## src/rtl/tmr_pkg.sv

```systemverilog
package tmr_pkg;
  localparam logic [2:0] RG_GCFG = 3'd0;
  localparam logic [2:0] RG_MODE = 3'd1;
  localparam logic [2:0] RG_REF  = 3'd2;
  localparam logic [2:0] RG_CAP  = 3'd3;
  localparam logic [2:0] RG_CNT  = 3'd4;
  localparam logic [2:0] RG_EVT  = 3'd5;

  localparam int unsigned MODE_W     = 3;
  localparam int unsigned EVT_W      = 2;
  localparam int unsigned MB_REF_IE  = 0;
  localparam int unsigned MB_CAP_IE  = 1;
  localparam int unsigned MB_RESTART = 2;
  localparam int unsigned EV_REF     = 0;
  localparam int unsigned EV_CAP     = 1;

  localparam logic [7:0] GCFG_WMASK = 8'hBB;

  typedef struct packed {
    logic cas;
    logic rsv_hi;
    logic stop_b;
    logic run_b;
    logic gate_a;
    logic rsv_lo;
    logic stop_a;
    logic run_a;
  } gcfg_t;
endpackage

```

## src/rtl/tmr_gcfg.sv

```systemverilog
module tmr_gcfg
  import tmr_pkg::*;
(
  input  logic       clk,
  input  logic       rst_n,
  input  logic       we,
  input  logic [7:0] wdata,
  output gcfg_t      cfg
);
  gcfg_t cfg_q, cfg_d;

  always_comb begin
    cfg_d = cfg_q;
    if (we) cfg_d = gcfg_t'(wdata & GCFG_WMASK);
  end

  always_ff @(posedge clk or negedge rst_n) begin
    if (!rst_n) cfg_q <= '0;
    else        cfg_q <= cfg_d;
  end

  assign cfg = cfg_q;

  AST_RSV_HELD: assert property (@(posedge clk) disable iff (!rst_n)
    !we |=> $stable(cfg_q));
endmodule

```

## src/rtl/tmr_edge.sv

```systemverilog
module tmr_edge #(
  parameter int unsigned SYNC_N = 2
) (
  input  logic clk,
  input  logic rst_n,
  input  logic din,
  output logic rise
);
  logic [SYNC_N-1:0] sh_q, sh_d;
  logic              prev_q;

  always_comb sh_d = {sh_q[SYNC_N-2:0], din};

  always_ff @(posedge clk or negedge rst_n) begin
    if (!rst_n) begin
      sh_q   <= '0;
      prev_q <= 1'b0;
    end else begin
      sh_q   <= sh_d;
      prev_q <= sh_q[SYNC_N-1];
    end
  end

  assign rise = sh_q[SYNC_N-1] & ~prev_q;

  AST_RISE_ONE_CYCLE: assert property (@(posedge clk) disable iff (!rst_n)
    rise |=> !rise);
endmodule

```

## src/rtl/tmr_slice.sv

```systemverilog
module tmr_slice
  import tmr_pkg::*;
#(
  parameter int unsigned W = 16
) (
  input  logic              clk,
  input  logic              rst_n,
  input  logic              clr,
  input  logic              inc,
  input  logic              ld_cnt,
  input  logic              wr_ref,
  input  logic [W-1:0]      wdat,
  input  logic              wr_mode,
  input  logic              wr_evt,
  input  logic [MODE_W-1:0] ctl,
  input  logic              cap_ld,
  input  logic              set_ref,
  input  logic              set_cap,
  output logic [W-1:0]      cnt,
  output logic [W-1:0]      refv,
  output logic [W-1:0]      cap,
  output logic [MODE_W-1:0] mode,
  output logic [EVT_W-1:0]  evt
);
  logic [W-1:0]      cnt_q, cnt_d, ref_q, ref_d, cap_q, cap_d;
  logic [MODE_W-1:0] mode_q, mode_d;
  logic [EVT_W-1:0]  evt_q, evt_d, evt_set, evt_clr;

  always_comb begin
    cnt_d = cnt_q;
    if (clr)         cnt_d = '0;
    else if (ld_cnt) cnt_d = wdat;
    else if (inc)    cnt_d = cnt_q + 1'b1;

    ref_d  = wr_ref  ? wdat : ref_q;
    cap_d  = cap_ld  ? cnt_q : cap_q;
    mode_d = wr_mode ? ctl : mode_q;

    evt_set = '0;
    evt_set[EV_REF] = set_ref;
    evt_set[EV_CAP] = set_cap;
    evt_clr = wr_evt ? ctl[EVT_W-1:0] : '0;
    evt_d   = (evt_q & ~evt_clr) | evt_set;
  end

  always_ff @(posedge clk or negedge rst_n) begin
    if (!rst_n) begin
      cnt_q  <= '0;
      ref_q  <= '0;
      cap_q  <= '0;
      mode_q <= '0;
      evt_q  <= '0;
    end else begin
      cnt_q  <= cnt_d;
      ref_q  <= ref_d;
      cap_q  <= cap_d;
      mode_q <= mode_d;
      evt_q  <= evt_d;
    end
  end

  assign cnt  = cnt_q;
  assign refv = ref_q;
  assign cap  = cap_q;
  assign mode = mode_q;
  assign evt  = evt_q;

  AST_CLR_ZERO: assert property (@(posedge clk) disable iff (!rst_n)
    clr |=> cnt_q == '0);
  AST_CNT_HOLD: assert property (@(posedge clk) disable iff (!rst_n)
    (!clr && !ld_cnt && !inc) |=> $stable(cnt_q));
  AST_EVT_W1C: assert property (@(posedge clk) disable iff (!rst_n)
    (wr_evt && ctl[EV_REF] && !set_ref) |=> !evt_q[EV_REF]);
  AST_CAP_COPY: assert property (@(posedge clk) disable iff (!rst_n)
    cap_ld |=> cap_q == $past(cnt_q));
endmodule

```

## src/rtl/tmr_pair.sv

```systemverilog
module tmr_pair
  import tmr_pkg::*;
#(
  parameter int unsigned W      = 16,
  parameter int unsigned SYNC_N = 2,
  localparam int unsigned DW    = 2 * W
) (
  input  logic          clk,
  input  logic          rst_n,
  input  logic          tick_i,
  input  logic [1:0]    cap_i,
  input  logic          bus_en_i,
  input  logic          bus_we_i,
  input  logic          bus_wide_i,
  input  logic [3:0]    bus_addr_i,
  input  logic [DW-1:0] bus_wdata_i,
  output logic [DW-1:0] bus_rdata_o,
  output logic [1:0]    irq_o
);
  logic [1:0] rst_sync_q;
  logic       rst_ns;

  always_ff @(posedge clk or negedge rst_n) begin
    if (!rst_n) rst_sync_q <= 2'b00;
    else        rst_sync_q <= {rst_sync_q[0], 1'b1};
  end
  assign rst_ns = rst_sync_q[1];

  gcfg_t      cfg;
  logic       wr, tsel, cas;
  logic [2:0] rsel;

  assign wr   = bus_en_i & bus_we_i;
  assign tsel = bus_addr_i[3];
  assign rsel = bus_addr_i[2:0];
  assign cas  = cfg.cas;

  tmr_gcfg u_gcfg (
    .clk   (clk),
    .rst_n (rst_ns),
    .we    (wr && !tsel && rsel == RG_GCFG),
    .wdata (bus_wdata_i[7:0]),
    .cfg   (cfg)
  );

  logic [1:0] rise;
  genvar gi;
  generate
    for (gi = 0; gi < 2; gi++) begin : g_edge
      tmr_edge #(.SYNC_N(SYNC_N)) u_edge (
        .clk   (clk),
        .rst_n (rst_ns),
        .din   (cap_i[gi]),
        .rise  (rise[gi])
      );
    end
  endgenerate

  logic [W-1:0]      cnt_s [2];
  logic [W-1:0]      ref_s [2];
  logic [W-1:0]      cap_s [2];
  logic [MODE_W-1:0] mode_s [2];
  logic [EVT_W-1:0]  evt_s [2];
  logic [1:0] clr_s, inc_s, ld_s, wref_s, wmode_s, wevt_s, capld_s, sref_s, scap_s;
  logic [1:0] en_n, match_n;
  logic       en_c, match_c, wrap_c, wide_ref, wide_cnt;

  always_comb begin
    en_n[0]  = tick_i & cfg.run_a & ~cfg.stop_a;
    en_n[1]  = tick_i & cfg.run_b & ~cfg.stop_b;
    match_n[0] = cnt_s[0] == ref_s[0];
    match_n[1] = cnt_s[1] == ref_s[1];
    en_c    = en_n[1];
    match_c = match_n[0] & match_n[1];
    wrap_c  = en_c & match_c & mode_s[1][MB_RESTART];
    wide_ref = wr & cas & bus_wide_i & tsel & (rsel == RG_REF);
    wide_cnt = wr & cas & bus_wide_i & tsel & (rsel == RG_CNT);

    for (int i = 0; i < 2; i++) begin
      wmode_s[i] = wr && (tsel == i[0]) && rsel == RG_MODE;
      wevt_s[i]  = wr && (tsel == i[0]) && rsel == RG_EVT;
      if (cas) begin
        wref_s[i] = wide_ref;
        ld_s[i]   = wide_cnt;
      end else begin
        wref_s[i] = wr && (tsel == i[0]) && rsel == RG_REF;
        ld_s[i]   = wr && (tsel == i[0]) && rsel == RG_CNT;
      end
    end

    if (cas) begin
      clr_s[0]   = ~cfg.run_b | wrap_c;
      clr_s[1]   = ~cfg.run_b | wrap_c;
      inc_s[0]   = en_c;
      inc_s[1]   = en_c & (&cnt_s[0]);
      sref_s[0]  = 1'b0;
      sref_s[1]  = en_c & match_c;
      capld_s[0] = rise[1];
      capld_s[1] = rise[1];
      scap_s[0]  = 1'b0;
      scap_s[1]  = rise[1];
    end else begin
      for (int i = 0; i < 2; i++) begin
        inc_s[i]   = en_n[i];
        sref_s[i]  = en_n[i] & match_n[i];
        capld_s[i] = rise[i];
        scap_s[i]  = rise[i];
      end
      clr_s[0] = ~cfg.run_a | (sref_s[0] & mode_s[0][MB_RESTART]);
      clr_s[1] = ~cfg.run_b | (sref_s[1] & mode_s[1][MB_RESTART]);
    end
  end

  generate
    for (gi = 0; gi < 2; gi++) begin : g_slice
      tmr_slice #(.W(W)) u_slice (
        .clk     (clk),
        .rst_n   (rst_ns),
        .clr     (clr_s[gi]),
        .inc     (inc_s[gi]),
        .ld_cnt  (ld_s[gi]),
        .wr_ref  (wref_s[gi]),
        .wdat    (cas ? bus_wdata_i[gi*W +: W] : bus_wdata_i[W-1:0]),
        .wr_mode (wmode_s[gi]),
        .wr_evt  (wevt_s[gi]),
        .ctl     (bus_wdata_i[MODE_W-1:0]),
        .cap_ld  (capld_s[gi]),
        .set_ref (sref_s[gi]),
        .set_cap (scap_s[gi]),
        .cnt     (cnt_s[gi]),
        .refv    (ref_s[gi]),
        .cap     (cap_s[gi]),
        .mode    (mode_s[gi]),
        .evt     (evt_s[gi])
      );
    end
  endgenerate

  always_comb begin
    irq_o[0] = ~cas & (|(evt_s[0] & mode_s[0][EVT_W-1:0]));
    irq_o[1] = |(evt_s[1] & mode_s[1][EVT_W-1:0]);
  end

  logic [W-1:0] v0, v1;
  logic         wide_kind;

  always_comb begin
    v0 = '0;
    v1 = '0;
    wide_kind = 1'b0;
    bus_rdata_o = '0;
    case (rsel)
      RG_REF: begin v0 = ref_s[0]; v1 = ref_s[1]; wide_kind = 1'b1; end
      RG_CAP: begin v0 = cap_s[0]; v1 = cap_s[1]; wide_kind = 1'b1; end
      RG_CNT: begin v0 = cnt_s[0]; v1 = cnt_s[1]; wide_kind = 1'b1; end
      default: ;
    endcase
    if (rsel == RG_GCFG) begin
      if (!tsel) bus_rdata_o[7:0] = cfg;
    end else if (rsel == RG_MODE) begin
      bus_rdata_o[MODE_W-1:0] = tsel ? mode_s[1] : mode_s[0];
    end else if (rsel == RG_EVT) begin
      bus_rdata_o[EVT_W-1:0] = tsel ? evt_s[1] : evt_s[0];
    end else if (wide_kind) begin
      if (!cas)                    bus_rdata_o[W-1:0] = tsel ? v1 : v0;
      else if (bus_wide_i && tsel) bus_rdata_o = {v1, v0};
    end
  end

  AST_RESTART_ZERO: assert property (@(posedge clk) disable iff (!rst_ns)
    (!cas && en_n[0] && match_n[0] && mode_s[0][MB_RESTART]) |=> cnt_s[0] == '0);
  AST_STOP_FREEZE: assert property (@(posedge clk) disable iff (!rst_ns)
    (!cas && cfg.run_a && cfg.stop_a && !ld_s[0]) |=> $stable(cnt_s[0]));
  AST_CAS_CAPTURE: assert property (@(posedge clk) disable iff (!rst_ns)
    (cas && rise[1]) |=> {cap_s[1], cap_s[0]} == $past({cnt_s[1], cnt_s[0]}));
  AST_LOW_EVT_QUIET: assert property (@(posedge clk) disable iff (!rst_ns)
    (cas && !wevt_s[0]) |=> $stable(evt_s[0]));
  AST_CAS_CARRY: assert property (@(posedge clk) disable iff (!rst_ns)
    (cas && en_c && !wrap_c && !ld_s[0] && cfg.run_b && (&cnt_s[0]))
      |=> cnt_s[1] == $past(cnt_s[1]) + 1'b1);
endmodule

```

## config.mk

```make
export PLATFORM = sky130hd
export DESIGN_NAME = tmr_pair
export DESIGN_NICKNAME = d
export VERILOG_FILES = /design/src/rtl/tmr_pkg.sv /design/src/rtl/tmr_gcfg.sv /design/src/rtl/tmr_edge.sv /design/src/rtl/tmr_slice.sv /design/src/rtl/tmr_pair.sv
export SDC_FILE = /design/constraint.sdc
export NUM_CORES = 1
export LEC_CHECK = 0
export ABC_AREA = 1
export BUFFER_PORTS_ARGS = -buffer_cell sky130_fd_sc_hd__buf_2
export CAP_MARGIN = 0
export CORE_AREA = 2 2 125 127
export DETAILED_ROUTE_END_ITERATION = 16
export DIE_AREA = 0 0 127 129
export PLACE_DENSITY_LB_ADDON = 0.1
export SLEW_MARGIN = 20
export SYNTH_ARGS = -nofsm -noshare
export SYNTH_HDL_FRONTEND = slang
export SYNTH_SLANG_ARGS = --single-unit
```

## constraint.sdc

```tcl
create_clock -name clk -period 10.1 [get_ports clk]
set_clock_uncertainty 0.1 [all_clocks]
set_input_delay 0.505 -clock clk [delete_from_list [all_inputs] [get_ports clk]]
set_output_delay 0.505 -clock clk [all_outputs]
set_load 0.02 [all_outputs]
```

==> results.py <==
metrics = {
    "power_and_ir_drop": {
        "combPwrFrac_pct": 20.3,
        "p_total_mw": 1.466,
        "power-per-cell-area_nw_per_um2": 172.3,
        "seqPwrFrac_pct": 39.5,
        "ir_worst_vdd_uv": 137.5,
        "internal_power_mw": 0.9995,
        "power_frac_clock_pct": 40.2,
        "power_switching_mw": 0.4661,
        "p_sw_share_pct": 31.80,
        "p_leak_nw": 3.898,
    },
    "timing": {
        "worst_slack_ns": 6.714,
        "relSlewSlack_pct": 34.39,
        "drv_slew": 0,
        "final.setup.tns_ns": 0,
        "finalSetupViolCount": 0,
        "min_period_over_period_pct": 33.52,
        "max_freq_ghz": 0.2954,
        "grt_setup_unrepaired": "no",
        "whs_ns": 0.09080,
        "min_period_ns": 3.386,
        "hold_viol": 0,
        "worst_slew_pin_slew_ns": 0.9817,
    },
    "yosys": {
        "ys_seq_area_share_pct": 39.73,
        "synth_cell_types": 53,
        "syn-num-nets": 1071,
        "yosysWarnings": 0,
        "synth_ff_type": "dfrtp_1",
        "synth_edf_count": 0,
        "synth_top_area_share_pct": 39.73,
        "syn_area_sq_um": 7558,
        "synth_top_cells_by_area": "dfrtp_1 (40%), nand2_1 (14%), o21ai_0 (7.2%), inv_1 (5.0%), nand4_1 (3.4%)",
        "yosysTopAreaCell": "dfrtp_1",
        "async_flop_share_pct": 100.0,
        "synth_cells": 1025,
        "avgSynthCellArea_sq_um": 7.374,
        "ys_ff_latch": 120,
    },
    "route": {
        "firstDrtPassIters": 5,
        "detail_route.iter0.violations": 672,
        "vias_per_cell": 5.580,
        "drc": 0,
        "wl_um": 23160,
        "num_vias": 7120,
        "wl_per_cell_um": 18.15,
        "antenna_left": 0,
    },
    "setup_path": {
        "critPathLaunchType": "register",
        "worst-endpoint-arrival_ns": 2.78,
        "required_ns": 9.50,
        "r2r_setup_slack_ns": 7.37,
        "worstReg2RegEnd": "g_slice[0].u_slice.cnt[9]$_DFFE_PN0P_",
        "crit_fanout": 42,
        "ff2ff_path_depth": 9,
        "path_class": "register to primary output",
        "cp-end-kind": "primary output",
        "r2r-start": "u_gcfg.cfg[7]$_DFFE_PN0P_",
    },
    "cells_and_area": {
        "diodes": 0,
        "final_cells": 1276,
        "nets": 1121,
        "utilization_pct": 56.81,
        "area_growth_pct": 12.56,
        "finalInstanceArea_sq_um": 8508,
        "drive_gt1_share_pct": 17.28,
    },
    "cts": {
        "htreeDepth": 4,
        "clockBufferDepth": 2,
        "cts_buffers": 17,
        "cts_resized": 0,
        "cts_tree": "done",
        "insertion_delay_ns": 0.42,
        "cts_sinks": 120,
        "clockRootBuffer": "clkbuf_16",
        "clkTransAtPathRegs_ns": 0.05,
        "cts_setup_buffers": 0,
        "cts_hold_buf": 1,
    },
    "global_route": {
        "antenna_found_initial": 0,
        "grt_pass1_vias": 6740,
        "grt_overflow": 0,
        "grt_max_degree": 63,
        "grt.total_usage_pct": 29.48,
        "grt_pass1_wl_um": 37150,
    },
    "place": {
        "place_hpwl_um": 17090,
        "place_worst_setup_slack_ns": 6.762,
        "placed_area_sq_um": 7930,
        "place.gp.congestion": 0.9321,
        "dpl.cell_count": 1243,
        "portBuffers": 77,
    },
    "min_path": {
        "hold_depth": 1,
        "worstHoldStart": "cap_i[0]",
        "min_to": "g_edge[0].u_edge.sh_q[0]$_DFF_PN0_",
        "hold_class": "primary input to register",
    },
    "outcome": {
        "status": "completed",
    },
    "floorplan": {
        "num_rows": 45,
        "start_util_pct": 50.47,
        "io_pins": 78,
        "fp.dieW_um": 127,
        "core_sq_um": 14980,
        "dieArea_sq_um": 16380,
        "die_h_um": 129,
    },
    "flow_run": {
        "drv_cap": 0,
    },
}
flip-flops by register name, summed over array words and instances, names as in the netlist:
signal / cells
g_slice.u_slice.cap: 32
g_slice.u_slice.cnt: 32
g_slice.u_slice.refv: 32
g_slice.u_slice.mode: 6
u_gcfg.cfg: 6
g_edge.u_edge.sh_q: 4
g_slice.u_slice.evt: 4
g_edge.u_edge.prev_q: 2
rst_sync_q: 2
synthesized netlist by cell type (3+ instances only):
master and number:
nand2_1 281, dfrtp_1 120, o21ai_0 108, inv_1 100
nor2_1 63, nand4_1 41, nand3_1 39, a21oi_1 27
o22ai_1 26, buf_2 21, clkbuf_1 21, nor2_2 18
xnor2_1 16, inv_2 14, o211ai_1 14, a211oi_1 13
xor2_1 10, nand3_2 9, buf_6 7, nand2_2 7
o21ai_1 7, nand2_4 6, a221oi_1 5, nor3_1 5
nor2_4 4, buf_4 3, inv_4 3, nor2b_1 3
cell type report:
type / count / area [sq um]
fillers: 1521 / 6469
well taps: 188 / 235.2
multi-input cells: 733 / 3795
clock buffers: 23 / 467.9
flip-flops and latches: 120 / 3007
repair buffers: 85 / 447.9
inverters: 118 / 455.4
clock inverters: 9 / 100.1
placed cells by master, fill, tap and decap left out, types with 5 or more instances in the layout:
| master | n |
|---|---|
| nand2_4 | 6 |
| o21ai_0 | 108 |
| buf_4 | 7 |
| nor2_2 | 18 |
| nand3_2 | 9 |
| nand2_1 | 281 |
| a221oi_1 | 5 |
| nor3_1 | 5 |
| inv_2 | 14 |
| inv_1 | 100 |
| nand4_1 | 41 |
| dfrtp_1 | 119 |
| nand3_1 | 39 |
| o21ai_1 | 6 |
| clkinv_2 | 5 |
| nand2_2 | 7 |
| a211oi_1 | 13 |
| xnor2_1 | 16 |
| buf_2 | 77 |
| o211ai_1 | 14 |
| o22ai_1 | 26 |
| nor2_1 | 63 |
| xor2_1 | 10 |
| clkbuf_16 | 17 |
| a21oi_1 | 27 |
power groups by stage:
stage | clock [mW] | combinational [mW] | sequential, mW
after floorplan | 0 | 0.216 | 0.576
after global placement | 0 | 0.292 | 0.585
after detailed placement | 0 | 0.294 | 0.585
after CTS | 0.600 | 0.296 | 0.577
after global routing | 0.621 | 0.329 | 0.585
final | 0.589 | 0.298 | 0.578
how the worst max path moves through the flow:
| stage | start | end | slack, ns |
|---|---|---|---|
| after CTS | bus_addr_i[2] | bus_rdata_o[7] | 6.76 |
| after global routing | u_gcfg.cfg[7]$_DFFE_PN0P_ | bus_rdata_o[0] | 6.51 |
| after detailed placement | bus_addr_i[2] | bus_rdata_o[7] | 6.76 |
| after floorplan | rst_sync_q[1]$_DFF_PN0_ | g_edge[0].u_edge.prev_q$_DFF_PN0_ | 6.41 |
| final | u_gcfg.cfg[7]$_DFFE_PN0P_ | bus_rdata_o[0] | 6.71 |
| after global placement | bus_addr_i[2] | bus_rdata_o[7] | 6.82 |
worst max-delay path: stages, from the launching register on:
cell and delay [ns]:
dfrtp_1 0.33, buf_4 0.39, inv_2 0.15, nand2_2 0.26, inv_1 0.39, a21oi_1 0.23, o221ai_1 0.14, nand3_1 0.12
o2111ai_1 0.13, buf_2 0.19
cell families (layout without fill, tap and decap cells):
family	Yosys count	count (layout)	synth area share, %
xor gates and xnor gates	26	26	3.013
buffers and inverters	172	235	10.11
DFF	120	120	39.73
AOI/OAI and AO/OA	218	218	16.82
and+or+nand+nor	485	485	29.80
adders and majority gates	2	2	0.3310
muxes	1	1	0.1490
other	1	1	0.04961
metal layers:
layer  vias up  GRT usage, %  wire [um]
met3        26         6.362       1652
met2       268         45.29      10420
met1      3324         42.22      10710
li1       3502             -          -
met4         0         8.662        377
met5         -             0          0
No activity file was read; power rests on OpenSTA's default activity.
